[src/rtl/fsg_pkg.sv]
package fsg_pkg;
   localparam int ADDR_W = 2;
   localparam int SEL_W  = 4;

   typedef enum logic [ADDR_W-1:0] {
      FSG_CTRL = 2'd0,
      FSG_SEL  = 2'd1,
      FSG_HI   = 2'd2,
      FSG_LO   = 2'd3
   } fsg_reg_e;
endpackage

[src/rtl/fsg_regs.sv]
module fsg_regs
   import fsg_pkg::*;
#(
   parameter int DATA_W = 12,
   parameter int CNT_W  = 12
) (
   input  logic                clk,
   input  logic                rst_n,
   input  logic                wr_en,
   input  logic [ADDR_W-1:0]   wr_addr,
   input  logic [DATA_W-1:0]   wr_data,
   input  logic [ADDR_W-1:0]   rd_addr,
   output logic [DATA_W-1:0]   rd_data,
   output logic                ctl_en,
   output logic [SEL_W-1:0]    ctl_sel,
   output logic [CNT_W-1:0]    hi_len,
   output logic [CNT_W-1:0]    lo_len
);
   always_ff @(posedge clk or negedge rst_n) begin
      if (!rst_n) begin
         ctl_en  <= 1'b0;
         ctl_sel <= '0;
         hi_len  <= '0;
         lo_len  <= '0;
      end else if (wr_en) begin
         case (fsg_reg_e'(wr_addr))
            FSG_CTRL: ctl_en  <= wr_data[0];
            FSG_SEL:  ctl_sel <= wr_data[SEL_W-1:0];
            FSG_HI:   hi_len  <= wr_data[CNT_W-1:0];
            FSG_LO:   lo_len  <= wr_data[CNT_W-1:0];
            default:  ;
         endcase
      end
   end

   always_comb begin
      rd_data = '0;
      case (fsg_reg_e'(rd_addr))
         FSG_CTRL: rd_data[0]          = ctl_en;
         FSG_SEL:  rd_data[SEL_W-1:0]  = ctl_sel;
         FSG_HI:   rd_data[CNT_W-1:0]  = hi_len;
         FSG_LO:   rd_data[CNT_W-1:0]  = lo_len;
         default:  rd_data = '0;
      endcase
   end
endmodule

[src/rtl/fsg_src_mux.sv]
module fsg_src_mux
   import fsg_pkg::*;
#(
   parameter int NUM_SRC = 4
) (
   input  logic [SEL_W-1:0]   sel,
   input  logic [NUM_SRC-1:0] tick,
   output logic               sel_tick,
   output logic               src_valid
);
   logic [NUM_SRC-1:0] match;
   logic [NUM_SRC-1:0] hit;

   for (genvar i = 0; i < NUM_SRC; i++) begin : g_src
      assign match[i] = (sel == SEL_W'(i + 1));
      assign hit[i]   = match[i] & tick[i];
   end

   assign sel_tick  = |hit;
   assign src_valid = |match;
endmodule

[src/rtl/fsg_phase_gen.sv]
module fsg_phase_gen #(
   parameter int CNT_W = 12
) (
   input  logic             clk,
   input  logic             rst_n,
   input  logic             run_req,
   input  logic             tick,
   input  logic [CNT_W-1:0] hi_len,
   input  logic [CNT_W-1:0] lo_len,
   output logic             fsync,
   output logic             frame_start
);
   logic             running;
   logic [CNT_W-1:0] remain;

   always_ff @(posedge clk or negedge rst_n) begin
      if (!rst_n) begin
         running     <= 1'b0;
         fsync       <= 1'b0;
         frame_start <= 1'b0;
         remain      <= '0;
      end else begin
         frame_start <= 1'b0;
         if (!run_req) begin
            running <= 1'b0;
            fsync   <= 1'b0;
            remain  <= '0;
         end else if (tick) begin
            if (!running) begin
               running     <= 1'b1;
               fsync       <= 1'b1;
               remain      <= hi_len;
               frame_start <= 1'b1;
            end else if (remain == '0) begin
               fsync       <= ~fsync;
               remain      <= fsync ? lo_len : hi_len;
               frame_start <= ~fsync;
            end else begin
               remain <= remain - 1'b1;
            end
         end
      end
   end
endmodule

[src/rtl/frame_sync_gen.sv]
module frame_sync_gen
   import fsg_pkg::*;
#(
   parameter int NUM_SRC = 4,
   parameter int DATA_W  = 12,
   parameter int CNT_W   = 12
) (
   input  logic               clk,
   input  logic               rst_n,
   input  logic [NUM_SRC-1:0] bclk_tick,
   input  logic               wr_en,
   input  logic [1:0]         wr_addr,
   input  logic [DATA_W-1:0]  wr_data,
   input  logic [1:0]         rd_addr,
   output logic [DATA_W-1:0]  rd_data,
   output logic               fsync,
   output logic               frame_start
);
   localparam int MAX_SRC = (1 << SEL_W) - 1;

   if (NUM_SRC < 1 || NUM_SRC > MAX_SRC) begin : g_bad_src
      $error("frame_sync_gen: NUM_SRC must be in 1..15");
   end
   if (CNT_W < 1 || CNT_W > DATA_W) begin : g_bad_cnt
      $error("frame_sync_gen: CNT_W must be in 1..DATA_W");
   end
   if (DATA_W < SEL_W) begin : g_bad_data
      $error("frame_sync_gen: DATA_W too narrow for select field");
   end

   logic             ctl_en;
   logic [SEL_W-1:0] ctl_sel;
   logic [CNT_W-1:0] hi_len;
   logic [CNT_W-1:0] lo_len;
   logic             sel_tick;
   logic             src_valid;

   fsg_regs #(.DATA_W(DATA_W), .CNT_W(CNT_W)) u_regs (
      .clk     (clk),
      .rst_n   (rst_n),
      .wr_en   (wr_en),
      .wr_addr (wr_addr),
      .wr_data (wr_data),
      .rd_addr (rd_addr),
      .rd_data (rd_data),
      .ctl_en  (ctl_en),
      .ctl_sel (ctl_sel),
      .hi_len  (hi_len),
      .lo_len  (lo_len)
   );

   fsg_src_mux #(.NUM_SRC(NUM_SRC)) u_mux (
      .sel       (ctl_sel),
      .tick      (bclk_tick),
      .sel_tick  (sel_tick),
      .src_valid (src_valid)
   );

   fsg_phase_gen #(.CNT_W(CNT_W)) u_phase (
      .clk         (clk),
      .rst_n       (rst_n),
      .run_req     (ctl_en & src_valid),
      .tick        (sel_tick),
      .hi_len      (hi_len),
      .lo_len      (lo_len),
      .fsync       (fsync),
      .frame_start (frame_start)
   );
endmodule

[config.mk]
export PLATFORM = sky130hd
export DESIGN_NAME = frame_sync_gen
export DESIGN_NICKNAME = d
export VERILOG_FILES = /design/src/rtl/fsg_pkg.sv /design/src/rtl/fsg_regs.sv /design/src/rtl/fsg_src_mux.sv /design/src/rtl/fsg_phase_gen.sv /design/src/rtl/frame_sync_gen.sv
export SDC_FILE = /design/constraint.sdc
export NUM_CORES = 1
export LEC_CHECK = 0
export BUFFER_PORTS_ARGS = -buffer_cell sky130_fd_sc_hd__buf_2
export CAP_MARGIN = 20
export CORE_MARGIN = 5
export CORE_UTILIZATION = 52
export DETAILED_ROUTE_END_ITERATION = 12
export PLACE_DENSITY = 0.76
export SLEW_MARGIN = 20
export SYNTH_ARGS = -nofsm -noshare
export SYNTH_HDL_FRONTEND = slang
export SYNTH_SLANG_ARGS = --single-unit
export TNS_END_PERCENT = 5
[constraint.sdc]
create_clock -name clk -period 2.1 [get_ports clk]
set_input_delay 0.525 -clock clk [delete_from_list [all_inputs] [get_ports clk]]
set_output_delay 0.525 -clock clk [all_outputs]
set_load 0.1 [all_outputs]
# Yosys cells after proc, flatten, opt, wreduce, memory -nomap -nowiden

Index checks and enable logic that the tools add are counted.

Register bits after elaboration: 44
Output and inout bits: 14
Logic and storage cells: 55

$add $sub $neg: 1
Equal/unequal tests: 12
Multiplexer cells: 18
Bitwise logic cells: 6
Reduce and logical (&&, ||, !) cells: 10

Operators by type and width:

| operator                                           | number |
|---|---|
| two-way mux 12 bit                                 | 5 |
| one-hot mux 8 bit (2 select lines)                 | 1 |
| zero test 12 bit                                   | 1 |
| subtractor 12 x 1 -> 12 bit, second input constant | 1 |
| two-way mux 1 bit                                  | 10 |
| AND reduction 2 bit                                | 5 |
| one-hot mux 3 bit (3 select lines)                 | 1 |
| == test 2 bit, second input constant               | 4 |
| == test 4 x 2 -> 1 bit, second input constant      | 2 |
| OR reduction 4 bit                                 | 2 |
| bitwise AND 1 bit                                  | 5 |
| == test 2 x 1 -> 1 bit, second input constant      | 2 |
| == test 4 x 1 -> 1 bit, second input constant      | 1 |
| == test 4 x 3 -> 1 bit, second input constant      | 1 |
| zero test 2 bit                                    | 2 |
| one-hot mux 1 bit (4 select lines)                 | 1 |
| != test 3 bit, second input constant               | 1 |
| != test 2 bit, second input constant               | 1 |
| NOT 1 bit                                          | 1 |

# Logic depth before layout (Yosys ltp)

Depth after elaboration: 5
Gate-level depth with buffers: 8

# By module

Synthesis repeated with hierarchy kept, for this count alone.

Cell total of the unflattened synthesis: 243
Area total of the unflattened synthesis: 2645.0 um^2

Modules (own cells, without submodules):

| module         | times used | cells an instance | area each (um^2) |
|---|---|---|---|
| fsg_regs       | 1          | 90                | 1391.3 |
| fsg_phase_gen  | 1          | 143               | 1188.6 |
| fsg_src_mux    | 1          | 9                 | 58.8 |
| frame_sync_gen | 1          | 1                 | 6.3 |

# Worst setup path after synthesis

OpenSTA, ideal clock, no wires.

Path type: input -> output
From: input port rd_addr[0]
To: output port rd_data[10]
Data arrival time: 2411 ps
Setup slack: -836 ps
Stages: 3
Path buffers: 1
Path through: buf_1 -> mux2i_1 -> nor2b_1

Longest elaborated chain between the ends: 2

Ends and longest elaborated chain:

| what                                 | RTL line             | source |
|---|---|---|
| start: declaration                   | frame_sync_gen.sv:14 | `input logic [1:0] rd_addr,` |
| == test 2 bit                        | fsg_regs.sv:38       | `case (fsg_reg_e'(rd_addr))` |
| one-hot mux 8 bit (2 select lines) * | fsg_regs.sv:38       |  |
| end: declaration                     | frame_sync_gen.sv:15 | `output logic [DATA_W-1:0] rd_data,` |

Mark *: on every way between the ends. The rest lies on a longest branch, timed or not.

# Final worst setup path

From: register u_phase.remain[7]
To: register u_phase.remain[0]

Longest elaborated chain between the ends: 5

Ends and longest elaborated chain:

| what                     | RTL line            | source |
|---|---|---|
| start: declaration       | fsg_phase_gen.sv:14 | `logic [CNT_W-1:0] remain;` |
| start signal: assignment | fsg_phase_gen.sv:32 | `remain <= hi_len;` |
| start signal: assignment | fsg_phase_gen.sv:36 | `remain <= fsync ? lo_len : hi_len;` |
| start signal: assignment | fsg_phase_gen.sv:39 | `remain <= remain - 1'b1;` |
| zero test 12 bit         | fsg_phase_gen.sv:34 | `end else if (remain == '0) begin` |
| two-way mux 12 bit       | fsg_phase_gen.sv:34 |  |
| two-way mux 12 bit       | fsg_phase_gen.sv:29 | `if (!running) begin` |
| two-way mux 12 bit       | fsg_phase_gen.sv:28 | `end else if (tick) begin` |
| two-way mux 12 bit       | fsg_phase_gen.sv:24 | `if (!run_req) begin` |

No other way between the ends. The select of a mux whose other input is x is not followed.
A chain may end at the register's enable or synchronous reset.

==> results <==
- In the finished design, the share of the clock period the worst path needs comes to 97.6%.
- The initial antenna violation count is 0.
- The type of element launching the critical path is a flop.
- Measured along the y axis, the die boundary spans 80.6 µm.
- After technology mapping, the gate count stands at 237.
- Entering global routing, the biggest net connects 18 pins.
- The critical path endpoint category is a flop.
- The worst setup skew after layout is 8.29 ps.
- The fraction of registers with async set or reset after synthesis is 100%.
- Setup repair after global routing left no endpoint under its margin.
- The final worst hold slack is 141 ps.
- The most used flip-flop cell after synthesis is sky130_fd_sc_hd__dfrtp_1.
- The layout overhead on the synthesized area is 25.8%.
- The die is 80.6 µm wide.
- The routed design could run at a clock period as short as 2050 ps.
- The repair_antennas step left the layout with diodes totalling 0.
- Across the run, the number of max-cap violations was 0.
- The net count after synthesis is 262.
- The maximum root-to-sink buffer count is 2.
- The worst hold-check path type is in -> async.
- The final wirelength is 6330 µm.
- The transition at the pin with the smallest max-transition slack is 590 ps.
- Cells with a size suffix above 1 make up 41.2% of the layout.
- The TritonCTS sink count is 44.
- The clock slew at the register clock pins of the worst setup and hold paths is 80 ps.
- The worst-case IR drop observed on VDD is 0.737 mV.
- The final-report hold violation count came to 0.
- The count of hold buffers inserted by post-cts repair is 0.
- The average instance area after synthesis is 10.9 µm².
- The distinct cell type count after synthesis is 58.
- The TritonCTS clock tree is built.
- The library cell used most frequently in the layout, excluding fill and tap cells, is sky130_fd_sc_hd__dfrtp_1.
- The starting density of the core is 54.1%.
- The worst setup path is of the reg -> reg kind.
- The static leakage is 1.49 nW.
- At the worst endpoint, the arrival time is 2240 ps.
- The number of H-tree branching levels is 2.
- The yosys synthesis warning count is 0.
- The setup slack after layout is 49.8 ps.
- The number of max-slew violations in the final report is 0.
- The sequential cell area in the final layout is 1100 µm².
- The wire-length estimate of the detail-placed layout is 4810 µm.
- The overall track demand over capacity in global routing is 21.1%.
- At the placement stage, the worst setup path has a slack of 66.4 ps.
- Input and output buffers added on the ports amount to 36.
- The number of global-route vias before repair is 2,212.
- The setup slack of the worst register-to-register path is 50 ps.
- At the end of the flow, the number of nets in the layout was 318.
- The mean number of vias per cell is 6.08.
- The count of nets left with antenna violations once routing finished came out at 0.
- The combined area of all synthesized cells is 2590 µm².
- The final routed DRC violation total is 0.
- The total CTS buffers is 5.
- The worst pin sits at a relative slew slack of 60.5%.
- The layout has 338 filler cells.
- The multi-input logic area is 1460 µm².
- The number of flops mapped to enable cells by yosys is 0.
- The area of the placeable core is 4790 µm².
- The number of resized instances in the post-cts repair step is 0.
- The sequential area share after synthesis is 42.5%.
- The first-pass GRT wire length is 10,400 µm.
- In the final routed layout, each cell accounts on average for 17.5 µm.
- The buffer type at the clock tree root is sky130_fd_sc_hd__clkbuf_8.
- The highest clock rate is 488 MHz.
- The number of setup violations in the final report is 0.
- The post-synthesis register bit count is 44.
- The boundary pin count is 37.
- The area of the die is 6490 µm².
- For this block, the initial DRC count from the detailed router was 220.
- The later pin in the worst-skew pair is clocked with a latency of 290 ps.
- The library cells used most frequently in the layout, excluding fill and tap cells, are sky130_fd_sc_hd__dfrtp_1 (44), sky130_fd_sc_hd__mux2_2 (32), sky130_fd_sc_hd__buf_2 (27).
- The setup fix buffers added after clock tree synthesis is 0.
- Routability-driven placement finished with a final weighted congestion of 0.925.
- The number of cell rows is 25.
- Across all layers, the routed design uses 2,195 vias.
- After global routing the overflow that remains totals 0.
- Dividing total power by cell area gives a power density of 866 nW/µm².
- The maximum fanout along the worst path is 7.
- The data required time at the worst endpoint is 2290 ps.
- The run finished with clean final reports.
- The pre-antenna-repair detailed-routing pass consisted of 4 iterations.
power by group:
group,switching (mW),internal (mW)
clock,0.278,0.353
combinational,0.646,0.452
sequential,0.126,0.966
total,1.05,1.77
routing by layer:
metal / wire (µm) / vias up / track usage [%] / share of wire, %
li1: - / 998 / - / -
met3: 469 / 14 / 4.60 / 7.4
met1: 2740 / 1089 / 27.4 / 43
met2: 2990 / 94 / 34.4 / 47
met5: 0 / - / 0 / 0
met4: 127 / 0 / 8.28 / 2.0
kinds of logic after synthesis:
kind of cell,after synthesis,share of synthesized area (%)
simple gates,68,15.2
compound gates,54,15.5
mux,47,20.2
flops,44,42.5
buf+inv,18,4.25
xor+xnor,4,1.35
fa+ha+maj,2,0.966
metrics by stage:
stage	setup TNS [ps]	instance area [µm²]	cells	power, mW	utilization (%)
2_1_floorplan	-811	2650	237	1.85	-
3_3_place_gp	0	3130	352	2.17	65.4
3_5_place_dp	0	3130	352	2.19	65.4
4_1_cts	0	3240	360	2.82	67.6
5_1_grt	0	3260	361	2.96	68.1
6_report	0	3260	361	2.82	68.1
worst paths after layout:
| check | startpoint | to | cells past startpoint |
|---|---|---|---|
| worst max-delay path | u_phase.remain[7]$_DFFE_PN0P_ | u_phase.remain[0]$_DFFE_PN0P_ | 4 |
| worst min-delay path | rst_n | u_regs.ctl_en$_DFFE_PN0P_ | 1 |
| worst max register to register | u_phase.remain[7]$_DFFE_PN0P_ | u_phase.remain[0]$_DFFE_PN0P_ | 4 |
| worst min register to register | u_regs.hi_len[6]$_DFFE_PN0P_ | u_regs.hi_len[6]$_DFFE_PN0P_ | 1 |
| max in group asynchronous | rst_n | u_phase.remain[4]$_DFFE_PN0P_ | 2 |
| min in group clk | wr_data[11] | u_regs.hi_len[11]$_DFFE_PN0P_ | 2 |
sequential cells by signal (all words and copies together) (netlist names):
| signal | cells |
|---|---|
| u_regs.ctl_en | 1 |
| u_regs.lo_len | 12 |
| u_phase.running | 1 |
| u_regs.hi_len | 12 |
| u_phase.frame_start | 1 |
| u_regs.ctl_sel | 4 |
| u_phase.fsync | 1 |
| u_phase.remain | 12 |
synthesized netlist by cell type, drive strengths merged, types with 2 or more instances:
cell / number / share of area (%)
xnor2: 4 / 1.4
inv: 6 / 0.87
a32o: 3 / 1.2
nand3: 3 / 0.58
o22ai: 7 / 1.7
a2bb2oi: 2 / 0.68
nor4: 3 / 1.3
mux2: 32 / 14
or4: 3 / 1.0
buf: 6 / 1.7
a21oi: 6 / 1.3
clkbuf: 6 / 1.6
o2bb2ai: 4 / 1.4
nor2: 17 / 2.5
nand2: 11 / 1.7
dfrtp: 44 / 43
nand3b: 2 / 0.58
ha: 2 / 0.97
o21ai: 9 / 1.7
mux2i: 14 / 5.4
a31oi: 2 / 0.48
nor2b: 11 / 2.7
nor3: 4 / 0.97
and2: 2 / 0.48
or2: 2 / 0.48
o21a: 3 / 0.87
a22o: 5 / 1.7
or3: 2 / 0.48
o31ai: 2 / 0.58
area by class of cell:
class | instances | area share, %
timing repair buffer | 60 | 14.8
clock buffer | 6 | 2.23
sequential | 44 | 33.8
multi-input combinational | 176 | 44.8
tap | 67 | 2.57
clock inverter | 2 | 1.08
inverter | 6 | 0.692
critical path, cell delays in order (launching register included):
cell and delay [ps]:
sky130_fd_sc_hd__dfrtp_1 410, sky130_fd_sc_hd__or4_4 600, sky130_fd_sc_hd__o41a_1 540, sky130_fd_sc_hd__o21a_1 210, sky130_fd_sc_hd__a22o_1 190
Note: power is estimated with default switching activity, not from simulation.
